===== config.mk =====
export PLATFORM = sky130hd
export DESIGN_NAME = bram_port
export DESIGN_NICKNAME = d
export VERILOG_FILES = /design/src/rtl/bram_pkg.sv /design/src/rtl/bram_mode_dec.sv /design/src/rtl/bram_core.sv /design/src/rtl/bram_port.sv
export SDC_FILE = /design/constraint.sdc
export NUM_CORES = 1
export LEC_CHECK = 0
export ABC_CLOCK_PERIOD_IN_PS = 2960
export BUFFER_PORTS_ARGS = -buffer_cell sky130_fd_sc_hd__buf_4
export CAP_MARGIN = 0
export CORE_ASPECT_RATIO = 1.75
export CORE_MARGIN = 2
export CORE_UTILIZATION = 38
export CTS_CLUSTER_DIAMETER = 40
export DETAILED_ROUTE_END_ITERATION = 6
export HOLD_SLACK_MARGIN = 0.1
export SLEW_MARGIN = 40
export SYNTH_ARGS = -nofsm -noshare
export SYNTH_HDL_FRONTEND = slang
export SYNTH_SLANG_ARGS = --single-unit

===== constraint.sdc =====
create_clock -name clk -period 2.96 [get_ports clk]
set_input_delay 0.592 -clock clk [delete_from_list [all_inputs] [get_ports clk]]
set_output_delay 0.592 -clock clk [all_outputs]
set_load 0.02 [all_outputs]

===== src/rtl/bram_pkg.sv =====
package bram_pkg;
  typedef enum logic [1:0] {
    WM_READ_FIRST  = 2'b00,
    WM_WRITE_FIRST = 2'b01,
    WM_NO_CHANGE   = 2'b10,
    WM_ALIAS_RF    = 2'b11
  } wmode_e;

  typedef enum logic [1:0] {
    SEL_OLD  = 2'b00,
    SEL_NEW  = 2'b01,
    SEL_HOLD = 2'b10
  } out_sel_e;
endpackage


===== src/rtl/bram_mode_dec.sv =====
module bram_mode_dec
  import bram_pkg::*;
(
  input  logic       wr,
  input  logic [1:0] wmode,
  output out_sel_e   sel
);
  always_comb begin
    if (!wr) begin
      sel = SEL_OLD;
    end else begin
      unique case (wmode)
        WM_WRITE_FIRST: sel = SEL_NEW;
        WM_NO_CHANGE:   sel = SEL_HOLD;
        default:        sel = SEL_OLD;
      endcase
    end
  end
endmodule


===== src/rtl/bram_core.sv =====
module bram_core
  import bram_pkg::*;
#(
  parameter int DATA_W = 8,
  parameter int ADDR_W = 4
) (
  input  logic              clk,
  input  logic              rst,
  input  logic              en,
  input  logic              wr,
  input  logic [ADDR_W-1:0] addr,
  input  logic [DATA_W-1:0] wdata,
  input  out_sel_e          sel,
  output logic [DATA_W-1:0] rdata
);
  localparam int DEPTH = 1 << ADDR_W;

  logic [DATA_W-1:0] mem [DEPTH];

  initial begin
    for (int i = 0; i < DEPTH; i++) mem[i] = '0;
  end

  // storage write; independent of reset so the array maps to block RAM
  always_ff @(posedge clk) begin
    if (en && wr) mem[addr] <= wdata;
  end

  // output register, loaded in the same edge as the access
  always_ff @(posedge clk) begin
    if (rst) begin
      rdata <= '0;
    end else if (en) begin
      unique case (sel)
        SEL_NEW:  rdata <= wdata;
        SEL_HOLD: rdata <= rdata;
        default:  rdata <= mem[addr];
      endcase
    end
  end
endmodule


===== src/rtl/bram_port.sv =====
module bram_port
  import bram_pkg::*;
#(
  parameter int         DATA_W         = 8,
  parameter int         ADDR_W         = 4,
  parameter bit         MODE_FROM_PORT = 1'b1,
  parameter logic [1:0] FIXED_MODE     = 2'b00
) (
  input  logic              clk,
  input  logic              rst,
  input  logic              en,
  input  logic              wr,
  input  logic [ADDR_W-1:0] addr,
  input  logic [DATA_W-1:0] wdata,
  input  logic [1:0]        wmode,
  output logic [DATA_W-1:0] rdata
);
  logic [1:0] mode_eff;
  out_sel_e   sel;

  generate
    if (MODE_FROM_PORT) begin : g_port_mode
      assign mode_eff = wmode;
    end else begin : g_fixed_mode
      assign mode_eff = FIXED_MODE;
    end
  endgenerate

  bram_mode_dec u_dec (
    .wr    (wr),
    .wmode (mode_eff),
    .sel   (sel)
  );

  bram_core #(
    .DATA_W (DATA_W),
    .ADDR_W (ADDR_W)
  ) u_core (
    .clk   (clk),
    .rst   (rst),
    .en    (en),
    .wr    (wr),
    .addr  (addr),
    .wdata (wdata),
    .sel   (sel),
    .rdata (rdata)
  );
endmodule


; Word-level counts from Yosys, hierarchy flattened
; Memory sizes are Yosys's and may differ from the RTL's.
; Index checks and enable logic that the tools add are counted.
[classes]
multipliers = 0
add_sub_neg = 0
n_eq_ne = 4
n_shift = 0
bitwise_logic = 1
reduce_logical = 2
n_lt_le_gt_ge = 0
muxes = 5
div = 0
[ops]
columns = cell, count
row1 = case mux 8 bit (2 select lines), 1
row2 = equality test 2 x 1 -> 1 bit (second input constant), 2
row3 = equality test 2 bit (second input constant), 2
row4 = case mux 2 bit (2 select lines), 1
row5 = 2-to-1 mux 1 bit, 2
row6 = 2-to-1 mux 2 bit, 1
row7 = AND reduction 2 bit, 1
row8 = logical AND 1 bit, 1
row9 = inverter 1 bit, 1
[word_totals]
latch_bits = 0
output_inout_bits = 8
mem_bits_ro = 0
mem_bits_rw = 128
elab_cells = 14
memories = 1
input_bits = 18
register_bits = 8
[memory_table]
columns = memory, depth, width, read_ports, rd_clocked_by_memory_dff, wr, line_no
row1 = u_core.mem, 16, 8, 1, 0, 1, bram_core.sv:18  ; logic [DATA_W-1:0] mem [DEPTH];

; Depth between registers and ports, before layout
[depth]
word_depth = 6
depth_mapped = 7
mapped_depth_nobuf = 4

; Modules after synthesis
; A second synthesis with hierarchy kept.
[hier_totals]
cells_unflattened = 323
area_unflattened_um2 = 5431.5
[by_module_without_submodules]
columns = module, cells_per_inst, n_inst, area_per_inst_um2
row1 = bram_core, 321, 1, 5413.9
row2 = bram_mode_dec, 2, 1, 17.5

; Worst setup path after synthesis
; No wires, ideal clock.
[synth_timing]
path_type = input-to-reg
from = input port addr[1]
to = memory u_core.mem[0][0] (enable)
path_slack_ps = 708
arrival_time_ps = 1868
t_required_ps = 2577
stages = 6
path_buffers = 3
cell_sequence = buf_6 buf_8 buf_4 nor2_1 nand3_1 nor3_1
[synth_rtl]
columns = item, line_no
row1 = from (decl), bram_port.sv:13  ; input logic [ADDR_W-1:0] addr,
row2 = to (decl), bram_core.sv:18
; No word-level cell before the write port.

; Final worst setup path
[layout_timing]
from = input port addr[1]
to = memory u_core.mem[9][2] (enable)
; No word-level cell before the write port.

==> summary.json <==
{
  "instances_no_fill": {"value": 561},
  "crit_path_arrival_time": {"value": 2.08, "unit": "ns"},
  "maxCapViolCount": {"value": 0},
  "num-nets-final": {"value": 386},
  "slew-limit-headroom": {"value": 58.6, "unit": "%"},
  "area.growth.synth_to_final": {"value": 17.5, "unit": "%"},
  "fraction_of_final_layout_cells_sized_beyond_drive_strength_1": {"value": 21.5, "unit": "%"},
  "global_route.usage.total": {"value": 16.9, "unit": "%"},
  "grt_pass1_wl": {"value": 18400, "unit": "um"},
  "core_footprint": {"value": 0.0143, "unit": "mm2"},
  "drt.antenna.violating_nets": {"value": 0},
  "grt_setup_unrepaired": {"value": "false"},
  "dr_wl_met2": {"value": 6620, "unit": "um"},
  "synth_sequential_area_ratio": {"value": 72.8, "unit": "%"},
  "dp_cells": {"value": 529},
  "die_w": {"value": 95.0, "unit": "um"},
  "synth_area_per_cell": {"value": 16.8, "unit": "um2"},
  "hold_viol": {"value": 0},
  "synth_area": {"value": 0.00550, "unit": "mm2"},
  "synth_top_flop_cell": {"value": "edfxtp_1"},
  "rows": {"value": 58},
  "grt_max_degree": {"value": 39},
  "cts.htree.levels": {"value": 4},
  "period_needed": {"value": 2.04, "unit": "ns"},
  "worstMarginPinSlew": {"value": 0.619, "unit": "ns"},
  "routed_wire_length_per_instance": {"value": 21.8, "unit": "um"},
  "io_pins": {"value": 26},
  "worst_reg2reg_path_startpoint": {"value": "u_core.mem[8][0]"},
  "synth.top_cell.area_share": {"value": 69.9, "unit": "%"},
  "clock_tree_from_tritoncts": {"value": "yes"},
  "sort_of_element_at_the_end_of_the_critical_path": {"value": "flip-flop"},
  "crit_path_start_kind": {"value": "input pin"},
  "worstReg2RegEnd": {"value": "u_core.rdata[0]"},
  "synthesized_net_count": {"value": 346},
  "cellInternalPower": {"value": 3.47, "unit": "mW"},
  "power_switching_share": {"value": 21.6, "unit": "%"},
  "synth_top_cells_by_area": {"value": "edfxtp_1 70%, mux2i_1 8.7%, mux4_2 3.3%"},
  "ctsLongestPathBuffers": {"value": 2},
  "most_common_cell_after_layout_fill_and_taps_aside": {"value": "edfxtp_1"},
  "instance_count_of_the_mapped_netlist": {"value": 328},
  "outcome": {"value": "finished, final reports clean"},
  "cts_hold_repair.buffers": {"value": 0},
  "critical_path.startpoint": {"value": "addr[1]"},
  "hold_class": {"value": "input pin to flip-flop"},
  "reg2reg_slack": {"value": 1.38, "unit": "ns"},
  "power.total": {"value": 4.42, "unit": "mW"},
  "cp_data_required_time": {"value": 3.00, "unit": "ns"},
  "clkLatencyLatePin": {"value": 0.41, "unit": "ns"},
  "port_buffers": {"value": 25},
  "root_buf_cell": {"value": "clkbuf_16"},
  "routed_via_density": {"value": 5.39},
  "cts_buffers": {"value": 17},
  "asyncSetResetFlopFracSynth": {"value": 0, "unit": "%"},
  "postSynthRegisterBits": {"value": 136},
  "total_leakage_power": {"value": 2.27, "unit": "nW"},
  "final_cell_mix": {"value": "128 x edfxtp_1, 48 x mux2i_1, 41 x buf_4"},
  "postCtsSetupRepairBufs": {"value": 0},
  "cts.sinks": {"value": 136},
  "highest-signal-layer": {"value": "met4"},
  "total_drc_errors_in_the_routed_layout": {"value": 0},
  "cellPowerDensity": {"value": 684, "unit": "mW/mm2"},
  "yosys_warnings": {"value": 0},
  "comb_power_share": {"value": 5.6, "unit": "%"},
  "cts.repair.resized": {"value": 0},
  "grt_antenna_before_repair": {"value": 0},
  "timing.fmax": {"value": 0.491, "unit": "GHz"},
  "power.ir.vdd_worst": {"value": 0.291, "unit": "mV"},
  "grt_overflow": {"value": 0},
  "diodes": {"value": 0},
  "setup.worst_path.end": {"value": "u_core.mem[9][2]"},
  "stdcell_area": {"value": 0.00647, "unit": "mm2"},
  "synth.distinct_cells": {"value": 36},
  "detailedRoute.firstIterationViolations": {"value": 243},
  "die_h": {"value": 163, "unit": "um"},
  "final_max_slew_viol_count": {"value": 0},
  "vias": {"value": 3022},
  "gpl.final_weighted_congestion": {"value": 0.853},
  "die-area": {"value": 0.0155, "unit": "mm2"},
  "cp_max_fo": {"value": 19},
  "dr.pass1.iters": {"value": 5},
  "synth_top_cell_by_area": {"value": "edfxtp_1"},
  "synth_edf_count": {"value": 128},
  "share_seq_of_total_power": {"value": 48.5, "unit": "%"},
  "cts.clk_slew.worst_paths": {"value": 0.06, "unit": "ns"},
  "detailedPlacementHpwl": {"value": 8110, "unit": "um"},
  "initial_core_util": {"value": 38.5, "unit": "%"},
  "clock-skew-final": {"value": 0.00726, "unit": "ns"},
  "setup_total_negative_slack": {"value": 0, "unit": "ns"},
  "final-setup-viol-count": {"value": 0},
  "wl_met1": {"value": 4630, "unit": "um"},
  "finalWirelength": {"value": 12200, "unit": "um"},
  "path_class": {"value": "input pin to flip-flop"},
  "ff2ff_path_depth": {"value": 3},
  "met3_routed_length": {"value": 505, "unit": "um"},
  "p_clk_share": {"value": 45.9, "unit": "%"},
  "min_period_over_period": {"value": 68.8, "unit": "%"},
  "first_global_vias": {"value": 3235},
  "placement_cell_area": {"value": 0.00589, "unit": "mm2"},
  "p_switching": {"value": 953, "unit": "uW"}
}
-- through the flow --
stage	worst slack, ns	hold WS [ns]	util (%)
finish	0.924	0.426	45.2
global route	0.787	0.430	45.2
CTS	0.942	0.411	45.2
detailed placement	0.517	0.552	41.2
global placement	0.656	0.539	41.2
floorplan	0.708	0.606	-
-- cells in the mapped netlist (4+ instances only) --
library cell  count
dfxtp_1           8
clkbuf_1          4
nand3_1           5
a21oi_1          16
mux2i_1          48
o211a_1           8
nor2_1           27
o21ai_0          11
edfxtp_1        128
a311oi_1          8
mux4_2            8
o22ai_1           7
buf_2             5
a221oi_1          7
nor3_1            5
-- routing by layer --
layer | GRT usage, % | up-vias
met5 | 0 | -
met3 | 4.01 | 23
met2 | 29.3 | 96
li1 | - | 1398
met4 | 9.88 | 0
met1 | 18.4 | 1505
-- logic make-up after synthesis --
kind of cell | Yosys count | share of synthesized area [%]
AO/OA/AOI/OAI | 62 | 7.69
AND/OR/NAND/NOR | 53 | 4.75
flip-flops | 136 | 72.8
multiplexers | 56 | 12.0
buffers and inverters | 21 | 2.77
-- state kept, by name (all words and copies together), names as in the netlist --
| name | flops |
|---|---|
| u_core.mem | 128 |
| u_core.rdata | 8 |
-- critical path, stage by stage --
cell and delay, ns:
buf_4 0.21, nor2b_1 0.49, nand3_1 0.24, nor2_1 0.53
-- power groups by stage --
stage / clock (mW) / sequential (mW) / combinational (mW)
2_1_floorplan: 0 / 2.19 / 0.143
6_report: 2.03 / 2.14 / 0.250
3_3_place_gp: 0 / 2.18 / 0.246
3_5_place_dp: 0 / 2.18 / 0.251
5_1_grt: 2.14 / 2.15 / 0.267
4_1_cts: 2.07 / 2.14 / 0.251
-- worst min path at each step --
stage | from | to | depth (start not counted)
3_5_place_dp | u_core.rdata[6] | u_core.rdata[6] | 2
6_report | rst | u_core.rdata[3] | 2
3_3_place_gp | u_core.rdata[3] | u_core.rdata[3] | 2
2_1_floorplan | u_core.rdata[0] | u_core.rdata[0] | 2
4_1_cts | rst | u_core.rdata[7] | 2
5_1_grt | rst | u_core.rdata[2] | 2
-- area by class of cell --
class,count,area (um2)
Clock inverter,14,151
Timing Repair Buffer,41,308
Tap cell,180,225
Clock buffer,18,429
Inverter,1,3.75
Fill cell,1189,7830
Multi-Input combinational cell,171,1350
Sequential cell,136,4000
(Power assumes the default switching activity.)
